## config.mk

```make
export PLATFORM = sky130hd
export DESIGN_NAME = lutRam
export DESIGN_NICKNAME = d
export VERILOG_FILES = /design/src/rtl/lutRamPkg.sv /design/src/rtl/lutRamCtrl.sv /design/src/rtl/lutRamLanes.sv /design/src/rtl/lutRam.sv
export SDC_FILE = /design/constraint.sdc
export NUM_CORES = 1
export LEC_CHECK = 0
export CORE_ASPECT_RATIO = 2
export CORE_MARGIN = 2
export CORE_UTILIZATION = 30
export CTS_CLUSTER_DIAMETER = 40
export DETAILED_ROUTE_END_ITERATION = 7
export GPL_ROUTABILITY_DRIVEN = 0
export PLACE_DENSITY = 0.48
export SLEW_MARGIN = 20
export SYNTH_ARGS = -nofsm -noshare
export SYNTH_HDL_FRONTEND = slang
export SYNTH_SLANG_ARGS = --single-unit
```

## constraint.sdc

```tcl
create_clock -name clk -period 4.9 [get_ports clk]
set_input_delay 1.47 -clock clk [delete_from_list [all_inputs] [get_ports clk]]
set_output_delay 1.47 -clock clk [all_outputs]
set_load 0.05 [all_outputs]
```

## src/rtl/lutRamPkg.sv

```systemverilog
package lutRamPkg;
  localparam int ADDR_W = 4;
  localparam int LANES  = 4;
  localparam int HALF   = LANES / 2;

  typedef enum logic [1:0] {
    MODE_SPLIT = 2'd0,
    MODE_WIDE  = 2'd1,
    MODE_DUAL  = 2'd2,
    MODE_RSVD  = 2'd3
  } memMode_e;

  // Per-lane strobes from control to datapath
  typedef struct packed {
    logic [LANES-1:0] laneWr;   // write this lane at the edge
    logic [LANES-1:0] wrUseB;   // write address from bus B
    logic [LANES-1:0] rdUseB;   // read address from bus B
    logic [LANES-1:0] dataFold; // take data from the lower half of the bus
    logic [LANES-1:0] passThru; // show write data on the read port
  } laneCtrl_t;
endpackage

```

## src/rtl/lutRamCtrl.sv

```systemverilog
module lutRamCtrl
  import lutRamPkg::*;
(
  input  memMode_e  mode,
  input  logic      wrEn,
  output laneCtrl_t ctl
);
  localparam logic [LANES-1:0] UPPER = {{HALF{1'b1}}, {HALF{1'b0}}};

  always_comb begin
    ctl = '0;
    unique case (mode)
      MODE_SPLIT: begin
        ctl.laneWr   = {LANES{wrEn}};
        ctl.wrUseB   = UPPER;
        ctl.rdUseB   = UPPER;
        ctl.passThru = {LANES{wrEn}};
      end
      MODE_WIDE: begin
        ctl.laneWr = {LANES{wrEn}};
      end
      MODE_DUAL: begin
        ctl.laneWr   = {LANES{wrEn}};
        ctl.rdUseB   = UPPER;
        ctl.dataFold = UPPER;
      end
      default: ctl = '0;
    endcase
  end
endmodule

```

## src/rtl/lutRamLanes.sv

```systemverilog
module lutRamLanes
  import lutRamPkg::*;
#(
  parameter int ADDR_W = lutRamPkg::ADDR_W
) (
  input  logic              clk,
  input  logic              rstN,
  input  laneCtrl_t         ctl,
  input  logic [LANES-1:0]  wrData,
  input  logic [ADDR_W-1:0] addrA,
  input  logic [ADDR_W-1:0] addrB,
  output logic [LANES-1:0]  rdData
);
  localparam int DEPTH = 1 << ADDR_W;

  for (genvar k = 0; k < LANES; k++) begin : gLane
    logic [DEPTH-1:0]  cells;
    logic [ADDR_W-1:0] wrAddr;
    logic [ADDR_W-1:0] rdAddr;
    logic              dIn;

    assign wrAddr = ctl.wrUseB[k] ? addrB : addrA;
    assign rdAddr = ctl.rdUseB[k] ? addrB : addrA;
    assign dIn    = ctl.dataFold[k] ? wrData[k % HALF] : wrData[k];

    always_ff @(posedge clk) begin
      if (!rstN) begin
        cells <= '0;
      end else if (ctl.laneWr[k]) begin
        cells[wrAddr] <= dIn;
      end
    end

    assign rdData[k] = ctl.passThru[k] ? dIn : cells[rdAddr];
  end
endmodule

```

## src/rtl/lutRam.sv

```systemverilog
module lutRam
  import lutRamPkg::*;
#(
  parameter int ADDR_W = lutRamPkg::ADDR_W
) (
  input  logic              clk,
  input  logic              rstN,
  input  logic [1:0]        mode,
  input  logic              wrEn,
  input  logic [LANES-1:0]  wrData,
  input  logic [ADDR_W-1:0] addrA,
  input  logic [ADDR_W-1:0] addrB,
  output logic [LANES-1:0]  rdData
);
  laneCtrl_t ctl;

  lutRamCtrl u_ctrl (
    .mode (memMode_e'(mode)),
    .wrEn (wrEn),
    .ctl  (ctl)
  );

  lutRamLanes #(.ADDR_W(ADDR_W)) u_lanes (
    .clk    (clk),
    .rstN   (rstN),
    .ctl    (ctl),
    .wrData (wrData),
    .addrA  (addrA),
    .addrB  (addrB),
    .rdData (rdData)
  );
endmodule

```

* Word-level counts from Yosys, hierarchy flattened
Cells that the tools add are included.
** Operators by class
- Mux-type cells :: 39
- Order comparisons :: 12
- Reduce and logical (&&, ||, !) cells :: 7
- Eq/ne operators :: 2
** Operators by type and width (number)
- 16-bit bitwise mux :: 4
- 4-bit 2-to-1 mux :: 13
- 4-bit by 5-bit < comparator with 1-bit output, second input constant :: 8
- 1-bit binary-select mux with 4-bit select :: 4
- 1-bit demux with 4-bit select :: 4
- 4-bit by 1-bit >= comparator with 1-bit output, second input constant :: 4
- 1-bit 2-to-1 mux :: 14
- 1-bit logical AND :: 4
- 3-bit OR reduction :: 1
- 2-bit by 1-bit == test with 1-bit output, second input constant :: 1
- 2-bit == test, second input constant :: 1
- 2-bit zero test :: 1
- 2-bit OR reduction :: 1
** Storage, ports and cells
- Register bits after elaboration :: 64
- Output and inout port bits :: 4
- Input bits :: 17

* Depth between registers and ports, before layout
- Depth in word-level cells :: 8
- Mapped depth :: 7

* Hierarchy
From an unflattened synthesis, not the netlist that was laid out.
** Unflattened totals
- Cells, all modules :: 505
- Area total of the unflattened synthesis :: 4272.8 sq um
** By module, submodules not included
- lutRamLanes :: area an instance 4127.7 sq um, cells each 484, sequential area each 1281.2 sq um, times used 1
- lutRamCtrl :: area an instance 145.1 sq um, cells each 21, sequential area each 0.0 sq um, times used 1

* Least setup slack after synthesis
Ideal clock, no wire load.
- Kind :: input -> output
- From :: in addrA[0]
- To :: out rdData[3]
- Path slack :: -89 ps
- Arrival time :: 3519 ps
- Cell stages on the path :: 7
- Path buffers :: 2
- Cell sequence :: buf_6 > mux2i_2 > buf_4 > mux4_2 > nor2b_1 > a211oi_1 > nor3_1
** On the way
- Cells in the longest elaborated chain, start to end :: 4
** RTL lines
- start: declaration :: line lutRam.sv:11 : input logic [ADDR_W-1:0] addrA,
- 4-bit 2-to-1 mux :: line lutRamLanes.sv:23 : assign rdAddr = ctl.rdUseB[k] ? addrB : addrA;
- 1-bit binary-select mux with 4-bit select :: line lutRamLanes.sv:34 : assign rdData[k] = ctl.passThru[k] ? dIn : cells[rdAddr];
- 1-bit 2-to-1 mux (implied by the code) :: line lutRamLanes.sv:34
- 1-bit 2-to-1 mux :: line lutRamLanes.sv:34
- end: declaration :: line lutRam.sv:13 : output logic [LANES-1:0] rdData
No other way between the ends. The select of a mux whose other input is x is not followed.

* Final worst setup path
- From :: in addrA[1]
- To :: out rdData[2]
Same word-level chain as after synthesis.

==> flow_summary.json <==
{
  "grt_max_degree": 65,
  "start_util": 0.305,
  "fin_skew_ns": 0,
  "max_cap_violations": 0,
  "synth_cells": 354,
  "power.total_mw": 1.35,
  "wl_um": 10000,
  "top_register": "u_lanes.gLane.cells",
  "reg2reg_from": "u_lanes.gLane[3].cells[7]",
  "rows": 56,
  "nNetsFinal": 402,
  "fill_cells": 1220,
  "synth.top_cells.by_area": "dfxtp_1, mux2i_1, nor2b_1",
  "ir_worst_vdd_mv": 0.142,
  "min_path_cells": 2,
  "wire_per_inst_um": 18.8,
  "r2r_setup_slack_ns": 4.25,
  "final_hold_viol_count": 0,
  "largest_reg_flops": 64,
  "root_buffer": "clkbuf_16",
  "first_pass_iters": 4,
  "diodes": 0,
  "yosysUniqueCellTypes": 40,
  "cp_slowest_cell": "mux4_2",
  "grt_pass1_wl_um": 15300,
  "setup_viol": 0,
  "drc": 0,
  "hold_class": "register to register",
  "antenna_found_initial": 0,
  "tritoncts": "yes",
  "cp_cell_sequence": "dlygate4sd2_1 -> bufbuf_16 -> mux2i_4 -> mux4_2 -> o32ai_2 -> nor3b_4 -> buf_12",
  "rsz0062_at_grt": "no",
  "fin_crit_ns": 4.84,
  "ant_nets": 0,
  "end_kind": "output pin",
  "clk_pin_slew_ns": 0.05,
  "port_buffers": 20,
  "layout-drive-gt1-share": 0.228,
  "synth_area_um2": 3550,
  "cts.hold.buffers_added": 0,
  "rr_endpoint": "u_lanes.gLane[3].cells[7]",
  "drtIter0Drc": 144,
  "cts_sinks": 64,
  "yosys.area.top_type": "dfxtp_1",
  "synthFlopType": "dfxtp_1",
  "ios": 21,
  "fin_crit_sh": 0.988,
  "cts_inserted_buffers": 9,
  "viasPerCell": 5.03,
  "synth.top_cell.area_share": 0.361,
  "yosys_warnings": 0,
  "slew_violations": 0,
  "cp.required_ns": 3.43,
  "cp-start-kind": "primary input",
  "synth_common_cells": "dfxtp_1, mux2i_1, nor2b_1",
  "whs_endpoint": "u_lanes.gLane[0].cells[6]",
  "final_util": 0.380,
  "die_x_um": 80.9,
  "yosysSeqAreaShare": 0.361,
  "status": "completed",
  "grt_pass1_vias": 2742,
  "reg2reg_depth": 2,
  "synthToLayoutAreaGrowth_pct": 24.5,
  "grt_usage": 0.167,
  "top_regs": "u_lanes.gLane.cells (64)",
  "cp_slowest_stage_delay_ns": 0.56,
  "cp_data_arrival_time_ns": 3.37,
  "critical_path_class": "primary input to output pin",
  "synth_edf_count": 0,
  "die_area_um2": 12800,
  "hp-start": "u_lanes.gLane[0].cells[6]",
  "async_flop_share": 0,
  "h-tree-depth": 3,
  "crit_fanout": 5,
  "core_area_um2": 11600,
  "gr-total-overflow": 0,
  "powerDensity_nw_per_um2": 304,
  "fp.dieH_um": 158,
  "postSynthAreaPerCell_um2": 10.0,
  "cts.path.max_buffers": 2,
  "fmax_mhz": 207,
  "num_vias": 2689,
  "ys_ff_latch": 64,
  "syn_nets": 371,
  "dp_hpwl_um": 7450,
  "worstMarginPinSlew_ns": 0.881,
  "clk_latency_ns": 0.33,
  "p_leak_nw": 1.45,
  "synth.most_common_cell": "dfxtp_1",
  "slew_headroom": 0.408
}
==> what timing repair did <==
action                     4_1_cts  5_1_grt
pin swaps                        0        0
gates cloned                     1        0
setup buffers                    2        0
resized for setup               20        3
setup endpoints to repair        4        2
==> cell type report <==
cell class                      instances  area [um^2]  area share
Clock buffer                           10          229      0.0518
Tap cell                              145          181      0.0410
Clock inverter                          6         60.1      0.0136
Sequential cell                        64         1280       0.290
Inverter                                4         15.0     0.00340
Multi-Input combinational cell        259         2190       0.495
Timing Repair Buffer                   47          467       0.106
==> power breakdown <==
| group | leakage, nW | internal [mW] | switching [mW] | total [mW] |
|---|---|---|---|---|
| sequential | 0.516 | 0.527 | 0.00377 | 0.530 |
| combinational | 0.791 | 0.0849 | 0.104 | 0.189 |
| clock | 0.138 | 0.391 | 0.235 | 0.626 |
==> layout by cell type (no fill, tap or decap), drive strengths merged, types with 5 or more instances in the layout <==
cell and instances:
clkbuf 11, nand3 20, a21boi 20, mux4 15
mux2i 58, dfxtp 64, buf 31, clkdlybuf4s50 12
nor2 5, nor3 21, nand2 32, o21ai 5
nor2b 49
==> layer usage <==
| layer | vias to the layer above | global-route usage | share of wire |
|---|---|---|---|
| li1 | 1326 | - | - |
| met1 | 1298 | 0.155 | 0.35 |
| met2 | 48 | 0.332 | 0.60 |
| met3 | 17 | 0.0274 | 0.021 |
| met4 | 0 | 0.0880 | 0.034 |
| met5 | - | 0 | 0 |
==> stage by stage <==
step	hold slack [ns]	cell area (um^2)	instances	setup TNS, ns	setup WS, ns
2_1_floorplan	0.439	3560	354	0	0.122
3_3_place_gp	0.450	4020	516	-1.28	-0.403
3_5_place_dp	0.459	4020	516	-1.30	-0.385
4_1_cts	0.467	4420	535	0	0.0214
5_1_grt	0.500	4420	535	0	0.0170
6_report	0.463	4420	535	0	0.0590
==> logic make-up after synthesis <==
family | share of synthesized area
and+or+nand+nor | 0.236
DFF | 0.361
buffers and inverters | 0.0426
AOI/OAI and AO/OA | 0.0782
muxes | 0.282
==> worst max-delay path by stage <==
stage	startpoint	end	slack (ns)	cells after the start
5_1_grt	addrB[2]	rdData[2]	0.02	7
2_1_floorplan	addrA[0]	rdData[2]	0.12	7
4_1_cts	mode[0]	rdData[3]	0.02	8
6_report	addrA[1]	rdData[2]	0.06	7
3_3_place_gp	addrA[0]	rdData[0]	-0.40	6
3_5_place_dp	addrA[0]	rdData[0]	-0.39	6
==> critical path: cells and delay by family <==
kind / cells / cell delay [ns]
multiplexers: 2 / 0.75
buffers and inverters: 3 / 0.75
AO/OA/AOI/OAI: 1 / 0.30
AND/OR/NAND/NOR: 1 / 0.09
No activity file was read; power rests on OpenSTA's default activity.
